[src/rtl/pip_shadow_pkg.sv]
package pip_shadow_pkg;
    localparam int DW       = 8;
    localparam int AW       = 4;
    localparam int NHELD    = 8;
    localparam int A_MODE   = 8;
    localparam int A_HOFF   = 9;
    localparam int EN_W     = 2;
    localparam int BORD_W   = 3;
    localparam int SEL_W    = 6;
    localparam int MODE_W   = 2;

    function automatic logic [DW-1:0] held_reset(input int idx);
        logic [DW-1:0] v;
        v = '0;
        if (idx == 5) begin
            v[BORD_W-1:0]        = BORD_W'(2);
            v[2*BORD_W-1:BORD_W] = BORD_W'(2);
        end
        return v;
    endfunction

    typedef struct packed {
        logic vs;
        logic commit;
    } edge_st_t;
endpackage

[src/rtl/pip_vs_edge.sv]
module pip_vs_edge
    import pip_shadow_pkg::*;
(
    input  logic clk,
    input  logic rst_n,
    input  logic vsync,
    input  logic freeze,
    output logic commit
);
    edge_st_t st_d, st_q;

    always_comb begin
        st_d        = st_q;
        st_d.vs     = vsync;
        st_d.commit = vsync & ~st_q.vs & ~freeze;
    end

    always_ff @(posedge clk) begin
        if (!rst_n) begin
            st_q <= '{vs: 1'b1, commit: 1'b0};
        end else begin
            st_q <= st_d;
        end
    end

    assign commit = st_q.commit;
endmodule

[src/rtl/pip_shadow_cell.sv]
module pip_shadow_cell #(
    parameter int           W    = 8,
    parameter bit           HELD = 1'b1,
    parameter logic [W-1:0] RST  = '0
) (
    input  logic         clk,
    input  logic         rst_n,
    input  logic         wr_hit,
    input  logic [W-1:0] wr_data,
    input  logic         commit,
    output logic [W-1:0] value
);
    generate
        if (HELD) begin : g_staged
            typedef struct packed {
                logic [W-1:0] front;
                logic [W-1:0] work;
            } cell_st_t;
            cell_st_t st_d, st_q;

            always_comb begin
                st_d = st_q;
                if (commit) st_d.work  = st_q.front;
                if (wr_hit) st_d.front = wr_data;
            end

            always_ff @(posedge clk) begin
                if (!rst_n) begin
                    st_q <= '{front: RST, work: RST};
                end else begin
                    st_q <= st_d;
                end
            end

            assign value = st_q.work;
        end else begin : g_direct
            logic [W-1:0] val_d, val_q;
            logic         unused_commit;

            assign unused_commit = commit;

            always_comb begin
                val_d = val_q;
                if (wr_hit) val_d = wr_data;
            end

            always_ff @(posedge clk) begin
                if (!rst_n) begin
                    val_q <= RST;
                end else begin
                    val_q <= val_d;
                end
            end

            assign value = val_q;
        end
    endgenerate
endmodule

[src/rtl/pip_range_clamp.sv]
module pip_range_clamp #(
    parameter int          W     = 8,
    parameter int unsigned LIMIT = 63
) (
    input  logic [W-1:0] raw,
    input  logic         full,
    output logic [W-1:0] eff
);
    localparam logic [W-1:0] LIM = W'(LIMIT);

    always_comb begin
        eff = raw;
        if (!full && (raw > LIM)) eff = LIM;
    end
endmodule

[src/rtl/pip_shadow_bank.sv]
module pip_shadow_bank
    import pip_shadow_pkg::*;
#(
    parameter int unsigned HOFF_LIMIT = 63
) (
    input  logic              clk,
    input  logic              rst_n,
    input  logic              wr_en,
    input  logic [AW-1:0]     wr_addr,
    input  logic [DW-1:0]     wr_data,
    input  logic              vsync_main,
    output logic              main_en,
    output logic              sub_en,
    output logic [DW-1:0]     win_x,
    output logic [DW-1:0]     win_y,
    output logic [DW-1:0]     win_w,
    output logic [DW-1:0]     win_h,
    output logic [BORD_W-1:0] bord_hcode,
    output logic [BORD_W-1:0] bord_vcode,
    output logic [DW-1:0]     bord_style,
    output logic [SEL_W-1:0]  replay_sel,
    output logic              freeze_on,
    output logic              full_range,
    output logic [DW-1:0]     acq_hoff
);
    localparam logic [MODE_W-1:0] MODE_RST = MODE_W'(2);

    logic [DW-1:0]       held_w [NHELD];
    logic [NHELD*DW-1:0] held_bus_w;
    logic [MODE_W-1:0]   mode_w;
    logic [DW-1:0]       hoff_raw_w;
    logic                commit_w;

    pip_vs_edge u_edge (
        .clk    (clk),
        .rst_n  (rst_n),
        .vsync  (vsync_main),
        .freeze (mode_w[0]),
        .commit (commit_w)
    );

    generate
        for (genvar i = 0; i < NHELD; i++) begin : g_held
            pip_shadow_cell #(
                .W    (DW),
                .HELD (1'b1),
                .RST  (held_reset(i))
            ) u_cell (
                .clk     (clk),
                .rst_n   (rst_n),
                .wr_hit  (wr_en && (wr_addr == AW'(i))),
                .wr_data (wr_data),
                .commit  (commit_w),
                .value   (held_w[i])
            );
            assign held_bus_w[i*DW +: DW] = held_w[i];
        end
    endgenerate

    pip_shadow_cell #(
        .W    (MODE_W),
        .HELD (1'b0),
        .RST  (MODE_RST)
    ) u_mode (
        .clk     (clk),
        .rst_n   (rst_n),
        .wr_hit  (wr_en && (wr_addr == AW'(A_MODE))),
        .wr_data (wr_data[MODE_W-1:0]),
        .commit  (commit_w),
        .value   (mode_w)
    );

    pip_shadow_cell #(
        .W    (DW),
        .HELD (1'b0),
        .RST  ('0)
    ) u_hoff (
        .clk     (clk),
        .rst_n   (rst_n),
        .wr_hit  (wr_en && (wr_addr == AW'(A_HOFF))),
        .wr_data (wr_data),
        .commit  (commit_w),
        .value   (hoff_raw_w)
    );

    pip_range_clamp #(
        .W     (DW),
        .LIMIT (HOFF_LIMIT)
    ) u_clamp (
        .raw  (hoff_raw_w),
        .full (mode_w[1]),
        .eff  (acq_hoff)
    );

    assign main_en    = held_w[0][0];
    assign sub_en     = held_w[0][1];
    assign win_x      = held_w[1];
    assign win_y      = held_w[2];
    assign win_w      = held_w[3];
    assign win_h      = held_w[4];
    assign bord_hcode = held_w[5][BORD_W-1:0];
    assign bord_vcode = held_w[5][2*BORD_W-1:BORD_W];
    assign bord_style = held_w[6];
    assign replay_sel = held_w[7][SEL_W-1:0];
    assign freeze_on  = mode_w[0];
    assign full_range = mode_w[1];
endmodule

[config.mk]
export PLATFORM = sky130hd
export DESIGN_NAME = pip_shadow_bank
export DESIGN_NICKNAME = d
export VERILOG_FILES = /design/src/rtl/pip_shadow_pkg.sv /design/src/rtl/pip_vs_edge.sv /design/src/rtl/pip_shadow_cell.sv /design/src/rtl/pip_range_clamp.sv /design/src/rtl/pip_shadow_bank.sv
export SDC_FILE = /design/constraint.sdc
export NUM_CORES = 1
export LEC_CHECK = 0
export BUFFER_PORTS_ARGS = -buffer_cell sky130_fd_sc_hd__buf_2
export CAP_MARGIN = 10
export CORE_MARGIN = 5
export CORE_UTILIZATION = 40
export CTS_CLUSTER_DIAMETER = 40
export DETAILED_ROUTE_END_ITERATION = 12
export PLACE_DENSITY_LB_ADDON = 0.15
export RECOVER_POWER = 50
export REMOVE_ABC_BUFFERS = 1
export SKIP_CTS_REPAIR_TIMING = 1
export SLEW_MARGIN = 20
export SYNTH_ARGS = -nofsm -noshare
export SYNTH_HDL_FRONTEND = slang
export SYNTH_SLANG_ARGS = --single-unit
[constraint.sdc]
create_clock -name clk -period 2.6 [get_ports clk]
set_input_delay 0.13 -clock clk [delete_from_list [all_inputs] [get_ports clk]]
set_output_delay 0.13 -clock clk [all_outputs]
set_load 0.02 [all_outputs]
==> summary.txt, run 1 <==
clk sink count -> 120
Die Y -> 121 um
Ports -> 80
clock power share -> 0.519
FF+latch area -> 2410 sq um
clock buffer depth -> 2
FFs w/ async S/R, synth -> 0
Max Fclk -> 0.615 GHz
Critical Path End Type -> output pin
largest cells by area after synthesis -> dfxtp_1, mux2i_1, buf_4, nor2b_1, nand2_1
yosys warns -> 0
initial cell density of the core -> 0.407
area of the multi-input gates -> 1990 sq um
post-synth top area share -> 0.491
status -> finished, final reports clean
Syn Std Cell Area -> 4890 sq um
vias per cell -> 4.59
max_cap viols -> 0
Clock Root Buffer -> clkbuf_16
first-pass GRT wire length -> 15900 um
worst-margin pin slew -> 1.08 ns
CP startpoint kind -> flip-flop
WL/cell -> 15.1 um
Synth area leader -> dfxtp_1
layout cells sized above 1 -> 0.141
Seq cells post-synth -> 120
initial antenna violation count -> 0
Hold Path Class -> in2reg
most common cell in the netlist -> dfxtp_1
Clock Latency Late Sink -> 0.41 ns
grt met3 use -> 0.0430
PortBufs -> 79
Slew HR -> 0.278
post-synthesis sequential area ratio -> 0.491
Worst-path clk slew -> 0.05 ns
LEAKAGE -> 2.20 nW
Fin Setup TNS -> 0 ns
crit-path max FO -> 6
Tmin final -> 1.63 ns
ys flop type -> dfxtp_1
crit path DAT -> 1.50 ns
gr busiest metal -> met2
critical path type -> reg2out
Max Clock Skew -> 0.00783 ns
Filler cells -> 1180
post-route clock period utilization -> 0.625
initial detailed-routing violation count -> 116
final instance area -> 5540 sq um
switching portion of total power -> 0.203
total power -> 4.19 mW
Placer Congestion -> 0.682
vias in the first global route -> 3034
power per standard cell area -> 757 nW/um^2
Core Box Area -> 12000 sq um
final number of setup-violating endpoints -> 0
RSZ-0062 raised after global routing -> false
ant diodes -> 0
Synth Area per Inst -> 10.4 sq um
via count -> 3012
Post-Place Cell Area -> 5030 sq um
DRC Markers -> 0
DRT Wirelength -> 9910 um
Syn-to-layout area delta -> 13.1%
Required @ worst endpoint -> 2.47 ns
Congestion Overflow GR -> 0
combinational share of power -> 0.034
pin count of the biggest net entering global routing -> 59
NetSw -> 0.848 mW
M1 GR Usage -> 0.182
drt pass-1 iters -> 4
Final Max Tran Viols -> 0
antenna-violating nets left -> 0
Reg power frac -> 0.447
post-detail-place hpwl -> 6540 um
Int Pwr -> 3.34 mW
Die ar. -> 14500 sq um
CTS tree -> built
Core Rows -> 40
met2 Use GR -> 0.217
TritonCTS buffer count -> 17
Fin. Hold Viols -> 0
Die W -> 121 um
GR Util All Layers -> 0.142
H-Tree Depth -> 4
Final nets -> 514
Post-synth top cells -> dfxtp_1, mux2i_1, nand2_1
Worst VDD drop -> 0.335 mV
Mapped Cells -> 470
post-synthesis cell type count -> 23
EDFF count, synth -> 0
## metrics by stage
stage          hold WS (ns)  worst slack (ns)  std cells   util
2_1_floorplan         0.192             0.155        393      -
3_3_place_gp          0.323              1.08        625  0.419
3_5_place_dp          0.328              1.00        625  0.419
4_1_cts              -0.106             0.931        655  0.465
5_1_grt              0.0135             0.863        656  0.461
6_report             0.0139             0.975        656  0.461
## registers in the layout, summed over array words and instances (netlist names)
name and flops:
g_held.u_cell.g_staged.st_q 54, g_held.u_cell.value 54, u_edge.commit 1, u_edge.st_q 1, u_hoff.value 8, u_mode.value 2
## cells in the final DEF, fill, tap and decap left out, drive strengths merged
cell,synthesis,routed
nand3b,3,3
nor3b,2,2
o21bai,1,1
nand2,73,73
nor4bb,1,1
buf,66,40
o21ai,1,1
bufinv,0,1
inv,1,1
dfxtp,120,120
or4,1,1
nor2,3,3
clkinv,0,2
mux2i,117,117
and2,2,2
nand3,1,1
nor3,1,1
nor2b,55,55
clkbuf,11,72
dlygate4sd3,0,1
nand2b,10,10
o311ai,1,1
## path summary, 6_finish.rpt
path                                      start                         to  slack [ns]  depth (start not counted)
worst min register to register   u_edge.st_q[1]              u_edge.commit        0.38                          1
worst max-delay path            u_hoff.value[7]                acq_hoff[1]        0.97                          3
worst min-delay path                 wr_data[1]            u_mode.value[1]        0.01                          3
worst max register to register    u_edge.commit  g_held[0].u_cell.value[1]        1.11                          3
## critical path, stage by stage (launching register included)
cell and delay, ns:
dfxtp_1 0.32, o21bai_1 0.43, nand2b_1 0.16, buf_2 0.19
## cell families after synthesis
kind of cell	synth area share
AO/OA/AOI/OAI	0.00435
flip-flops	0.491
buffers and inverters	0.104
AND/OR/NAND/NOR	0.161
multiplexers	0.239
## final cells by class
cell class                      instances  share of cell area
Clock inverter                          3             0.00723
Tap cell                              147              0.0332
Clock buffer                           27              0.0927
Inverter                                1            0.000678
Sequential cell                       120               0.435
Multi-Input combinational cell        272               0.359
Timing Repair Buffer                   86              0.0728
## layer usage
layer,vias to the layer above,share of wire
li1,1548,-
met1,1391,0.48
met2,57,0.45
met3,16,0.045
met4,0,0.020
met5,-,0
## power by group through the flow
stage,Clock (mW),Sequential [mW],Combinational [mW]
6_report,2.18,1.87,0.141
5_1_grt,2.30,1.87,0.154
4_1_cts,2.22,1.87,0.145
3_5_place_dp,0,1.91,0.145
3_3_place_gp,0,1.91,0.143
2_1_floorplan,0,1.91,0.0703
Note: power is estimated with default switching activity, not from simulation.
==> run 2, diff against run 1 <==
clock period = 1.4 ns   (was 2.6 ns; I/O delays follow)
==> run 2 against run 1 <==
The flow now finishes with violations (negative hold slack). Clock power rose by 100%. Sequential share of layout area fell by 1.8 points. Final cell count rose by 2.3%. Largest power group unchanged. Utilization rose by 1.9 points. Combinational power rose by 100%. Critical path depth rose by 1. Final area rose by 4.1%. Critical endpoint is now acq_hoff[3]. Worst setup slack got worse by 0.94 ns. Highest routed layer unchanged. Flip-flop and latch count did not move. Global-route usage rose by 0.33 points. Total power rose by 96%. Hold slack got worse by 0.049 ns.
==> summary.txt, run 2 (synthesis gave the netlist of run 1 again) <==
initial antenna violation count -> 0 (unchanged)
antenna-violating nets left -> 0 (unchanged)
Hold Path Class -> in2reg (unchanged)
Hold Path Depth -> 3 (unchanged)
Final Max Tran Viols -> 0 (unchanged)
R2R depth -> 3 (unchanged)
Critical Path End Type -> output pin (unchanged)
Final Non-Filler Cells -> 671 (was 656)
placed insts -> 638 (was 625)
Die W -> 121 um (unchanged)
GR Util All Layers -> 0.145 (was 0.142)
slowest CP cell -> dfxtp_1 (was o21bai_1)
Filler cells -> 1167 (was 1180)
via count -> 3094 (was 3012)
Worst-path clk slew -> 0.05 ns (about the same)
CTS tree -> built (unchanged)
Ports -> 80 (unchanged)
Tmin final -> 1.36 ns
Fin Setup TNS -> 0 ns (unchanged)
failing checks -> negative hold slack
status -> finished, violations left (was finished, final reports clean)
Max Fclk -> 0.735 GHz
critical path type -> reg2out (unchanged)
hold_ws -> -0.0346 ns (was 0.0139 ns)
first-pass GRT wire length -> 16400 um (was 15900 um)
Die Y -> 121 um (unchanged)
Congestion Overflow GR -> 0 (unchanged)
Fin. Hold Viols -> 1 (was 0)
final number of setup-violating endpoints -> 0 (unchanged)
clock buffer depth -> 2 (unchanged)
LEAKAGE -> 2.40 nW (was 2.20 nW)
commonest non-fill, non-tap cells in the layout -> dfxtp_1, mux2i_1, nand2_1 (unchanged)
WL/cell -> 14.9 um (was 15.1 um)
DRT Wirelength -> 9970 um (was 9910 um)
initial detailed-routing violation count -> 107 (was 116)
crit-path max FO -> 4 (was 6)
power per standard cell area -> 1420 nW/um^2 (was 757 nW/um^2)
max_cap viols -> 0 (unchanged)
post-route clock period utilization -> 0.972
Clock Latency Late Sink -> 0.40 ns (was 0.41 ns)
CP cell instances -> o21bai_2 -> buf_4 -> nand2b_1 -> buf_6 (was o21bai_1 -> nand2b_1 -> buf_2)
commonest non-fill, non-tap cell in the layout -> dfxtp_1 (unchanged)
Required @ worst endpoint -> 1.33 ns (was 2.47 ns)
Core Box Area -> 12000 sq um (unchanged)
crit path DAT -> 1.29 ns (was 1.50 ns)
fin util -> 0.480 (was 0.461)
worst-margin pin slew -> 0.573 ns (was 1.08 ns)
DRC Markers -> 0 (unchanged)
pin count of the biggest net entering global routing -> 34 (was 59)
PortBufs -> 79 (unchanged)
clk sink count -> 120 (unchanged)
ant diodes -> 0 (unchanged)
initial cell density of the core -> 0.407 (unchanged)
final worst slack -> 0.0395 ns (was 0.975 ns)
Max Clock Skew -> 0.00738 ns (was 0.00783 ns)
Final nets -> 528 (was 514)
H-Tree Depth -> 4 (unchanged)
vias in the first global route -> 3158 (was 3034)
drt pass-1 iters -> 4 (unchanged)
slowest cell delay on critical path -> 0.31 ns (was 0.43 ns)
RSZ-0062 raised after global routing -> true (was false)
Worst VDD drop -> 0.601 mV (was 0.335 mV)
layout cells sized above 1 -> 0.219 (was 0.141)
Syn-to-layout area delta -> 17.8% (was 13.1%)
Placer Congestion -> 0.740 (was 0.682)
CP startpoint kind -> flip-flop (unchanged)
Clock Root Buffer -> clkbuf_16 (unchanged)
Core Rows -> 40 (unchanged)
Die ar. -> 14500 sq um (unchanged)
Place WS -> 0.196 ns (was 1.00 ns)
vias per cell -> 4.61 (was 4.59)
TritonCTS buffer count -> 17 (unchanged)
Slew HR -> 0.618 (was 0.278)
post-detail-place hpwl -> 7040 um (was 6540 um)
run 2: cell count changes in the layout (fill, tap and decap cells not counted), sizes merged:
cell | before | now
buf | 40 | 73
bufinv | 1 | 3
clkbuf | 72 | 49
clkinv | 2 | 4
clkinvlp | 0 | 1
run 2: path summary, 6_finish.rpt:
path	slack, ns	start	end
hold reg to reg	0.39	u_edge.st_q[1]	u_edge.commit
setup / recovery	0.04	u_mode.value[1]	acq_hoff[3]
setup reg to reg	0.07	u_edge.commit	g_held[3].u_cell.value[5]
hold / removal	-0.03	wr_data[1]	g_held[5].u_cell.g_staged.st_q[9]
run 2: cell type report:
class | instances | area (sq um) | area share
Timing Repair Buffer | 100 | 564 | 0.0979
Multi-Input combinational cell | 272 | 1990 | 0.346
Clock buffer | 23 | 498 | 0.0864
Inverter | 1 | 3.75 | 0.000651
Clock inverter | 8 | 118 | 0.0204
Tap cell | 147 | 184 | 0.0319
Sequential cell | 120 | 2400 | 0.417
run 2: critical path, delay by kind of cell (launching register included):
kind,cells,cell delay [ns]
AO/OA/AOI/OAI,1,0.19
flip-flops,1,0.31
buffers and inverters,2,0.29
AND/OR/NAND/NOR,1,0.11
run 2: per-layer routing:
| metal | track usage | wire [um] | vias up |
|---|---|---|---|
| met2 | 0.221 | 4590 | 55 |
| met4 | 0.0595 | 144 | 0 |
| li1 | - | - | 1583 |
| met3 | 0.0430 | 437 | 14 |
| met5 | 0 | 0 | - |
| met1 | 0.192 | 4790 | 1442 |
run 2: power by group:
part / internal [mW] / switching, mW
logic: 0.115 / 0.167
clock network: 3.01 / 1.43
registers: 3.45 / 0.0179
run 2: metrics by stage:
stage	instance area (sq um)	power, mW
floorplan	4390	3.68
global placement	5170	3.83
detailed placement	5170	3.84
CTS	5790	8.32
global route	5760	8.48
finish	5760	8.19
==> run 3, diff against run 2 <==
--- a/config.mk
+++ b/config.mk
@@ -7,5 +7,5 @@
 export LEC_CHECK = 0
 export BUFFER_PORTS_ARGS = -buffer_cell sky130_fd_sc_hd__buf_2
-export CAP_MARGIN = 10
+export CAP_MARGIN = 20
 export CORE_MARGIN = 5
 export CORE_UTILIZATION = 40
==> constraint.sdc (replaced) <==
create_clock -name clk -period 1.4 [get_ports clk]
set_input_delay 0.14 -clock clk [delete_from_list [all_inputs] [get_ports clk]]
set_output_delay 0.14 -clock clk [all_outputs]
set_load 0.02 [all_outputs]
==> run 3 against run 2 <==
The run now ends clean. Sequential power is essentially flat. Final cell count decreased by 0.60%. Combinational power grew 5%. Critical endpoint is now acq_hoff[4]. Largest power group unchanged. Register-to-register slack improved by 0.06 ns. Critical path type unchanged. Largest cell class unchanged. First-iteration DRC count shrank 0.93%. Clock skew down 0.0014 ns. Utilization shrank 0.28 points. Maximum frequency fell by 1.8%. Worst setup slack worse by 0.025 ns.
==> summary.txt, run 3 (synthesis gave the netlist of run 1 again) <==
WL/cell -> 14.9 um (about the same)
Required @ worst endpoint -> 1.26 ns (was 1.33 ns)
Syn-to-layout area delta -> 17.1% (was 17.8%)
initial antenna violation count -> 0 (unchanged)
clk sink count -> 120 (unchanged)
Fin Setup TNS -> 0 ns (unchanged)
DRC Markers -> 0 (unchanged)
DRT Wirelength -> 9970 um (about the same)
Fin. Hold Viols -> 0 (was 1)
antenna-violating nets left -> 0 (unchanged)
status -> finished, final reports clean (was finished, violations left)
PortBufs -> 79 (unchanged)
Core Box Area -> 12000 sq um (unchanged)
drt pass-1 iters -> 4 (unchanged)
Tmin final -> 1.39 ns (was 1.36 ns)
post-detail-place hpwl -> 6850 um (was 7040 um)
Final Max Tran Viols -> 0 (unchanged)
Die Y -> 121 um (unchanged)
crit-path max FO -> 4 (unchanged)
power per standard cell area -> 1350 nW/um^2 (was 1420 nW/um^2)
combinational share of power -> 0.038 (was 0.034)
Clock Latency Late Sink -> 0.40 ns (about the same)
final number of setup-violating endpoints -> 0 (unchanged)
switching portion of total power -> 0.208 (was 0.197)
layout cells sized above 1 -> 0.254 (was 0.219)
Die ar. -> 14500 sq um (unchanged)
Die W -> 121 um (unchanged)
vias in the first global route -> 3153 (was 3158)
vias per cell -> 4.61 (about the same)
Reg power frac -> 0.448 (was 0.423)
commonest non-fill, non-tap cell in the layout -> dfxtp_1 (unchanged)
first-pass GRT wire length -> 16300 um (was 16400 um)
Hold Path Class -> in2reg (unchanged)
NetSw -> 1.61 mW (was 1.62 mW)
Slew HR -> 0.583 (was 0.618)
Int Pwr -> 6.13 mW (was 6.58 mW)
pin count of the biggest net entering global routing -> 33 (was 34)
CTS tree -> built (unchanged)
worst-margin pin slew -> 0.626 ns (was 0.573 ns)
critical path type -> reg2out (unchanged)
Filler cells -> 1159 (was 1167)
H-Tree Depth -> 4 (unchanged)
crit path DAT -> 1.25 ns (was 1.29 ns)
ant diodes -> 0 (unchanged)
CP cell instances -> o21bai_4 -> buf_6 -> nand2b_1 -> buf_6 (was o21bai_2 -> buf_4 -> nand2b_1 -> buf_6)
post-route clock period utilization -> 0.990 (was 0.972)
commonest non-fill, non-tap cells in the layout -> dfxtp_1, mux2i_1, nand2_1 (unchanged)
clock buffer depth -> 2 (unchanged)
CP bufs+invs -> 2 (unchanged)
RSZ-0062 raised after global routing -> true (unchanged)
initial cell density of the core -> 0.407 (unchanged)
Final nets -> 526 (was 528)
Worst VDD drop -> 0.587 mV (was 0.601 mV)
slowest CP cell -> dfxtp_2 (was dfxtp_1)
CP most frequent cell -> buf_6
Max Clock Skew -> 0.00599 ns (was 0.00738 ns)
Critical Path End Type -> output pin (unchanged)
LEAKAGE -> 2.45 nW (was 2.40 nW)
Max Fclk -> 0.722 GHz (was 0.735 GHz)
family with the most delay on the worst path -> flip-flops (unchanged)
slowest cell delay on critical path -> 0.33 ns (was 0.31 ns)
GR Util All Layers -> 0.144 (was 0.145)
CP startpoint kind -> flip-flop (unchanged)
Congestion Overflow GR -> 0 (unchanged)
max_cap viols -> 0 (unchanged)
Core Rows -> 40 (unchanged)
via count -> 3074 (was 3094)
clock power share -> 0.514 (was 0.542)
Clock Root Buffer -> clkbuf_16 (unchanged)
Ports -> 80 (unchanged)
TritonCTS buffer count -> 17 (unchanged)
Final Non-Filler Cells -> 667 (was 671)
placed insts -> 636 (was 638)
Worst-path clk slew -> 0.05 ns (about the same)
initial detailed-routing violation count -> 106 (was 107)
Placer Congestion -> 0.732 (was 0.740)
-- run 3: cell count changes in the layout (fill, tap and decap cells not counted), sizes merged --
cell / delta
bufinv: -1
clkinv: +3
clkinvlp: +1
clkbuf: -28
buf: +21
-- run 3: path summary, 6_finish.rpt --
check | from | to | slack, ns | depth (start not counted)
worst max register to register | u_edge.commit | g_held[3].u_cell.value[5] | 0.13 | 3
worst max-delay path | u_hoff.value[6] | acq_hoff[4] | 0.01 | 4
worst min register to register | u_edge.st_q[1] | u_edge.commit | 0.39 | 1
worst min-delay path | wr_data[1] | g_held[5].u_cell.g_staged.st_q[9] | 0.05 | 3
-- run 3: layout make-up --
cell class / instances / area [sq um] / area share
Sequential cell: 120 / 2400 / 0.419
Multi-Input combinational cell: 272 / 2000 / 0.350
Timing Repair Buffer: 98 / 596 / 0.104
Clock buffer: 18 / 429 / 0.0749
Tap cell: 147 / 184 / 0.0321
Clock inverter: 11 / 110 / 0.0192
Inverter: 1 / 3.75 / 0.000655
-- run 3: worst register-to-register path, stage by stage (launching register included) --
cell and delay (ns):
dfxtp_1 0.33, buf_4 0.48, mux2i_1 0.28, nor2b_1 0.07
-- run 3: metrics by stage --
stage          setup WS [ns]  utilization  instance area, sq um  hold WS (ns)  power (mW)
2_1_floorplan          -1.04            -                  4390         0.202        3.68
3_3_place_gp           0.156        0.429                  5150         0.332        3.83
3_5_place_dp           0.107        0.429                  5150         0.337        3.83
4_1_cts               -0.187        0.474                  5690       -0.0889        7.84
5_1_grt              -0.0375        0.477                  5730        0.0521        8.03
6_report              0.0145        0.477                  5730        0.0538        7.74
-- run 3: layer usage --
layer / track usage / up-vias / routed length, um
met3: 0.0472 / 11 / 405
li1: - / 1579 / -
met4: 0.0588 / 0 / 136
met1: 0.191 / 1430 / 4860
met2: 0.215 / 54 / 4570
met5: 0 / - / 0
-- run 3: power groups by stage --
stage | Clock (mW) | Combinational [mW] | Sequential [mW]
5_1_grt | 4.25 | 0.321 | 3.46
2_1_floorplan | 0 | 0.131 | 3.55
3_3_place_gp | 0 | 0.296 | 3.53
3_5_place_dp | 0 | 0.298 | 3.53
6_report | 3.98 | 0.295 | 3.46
4_1_cts | 4.08 | 0.299 | 3.46
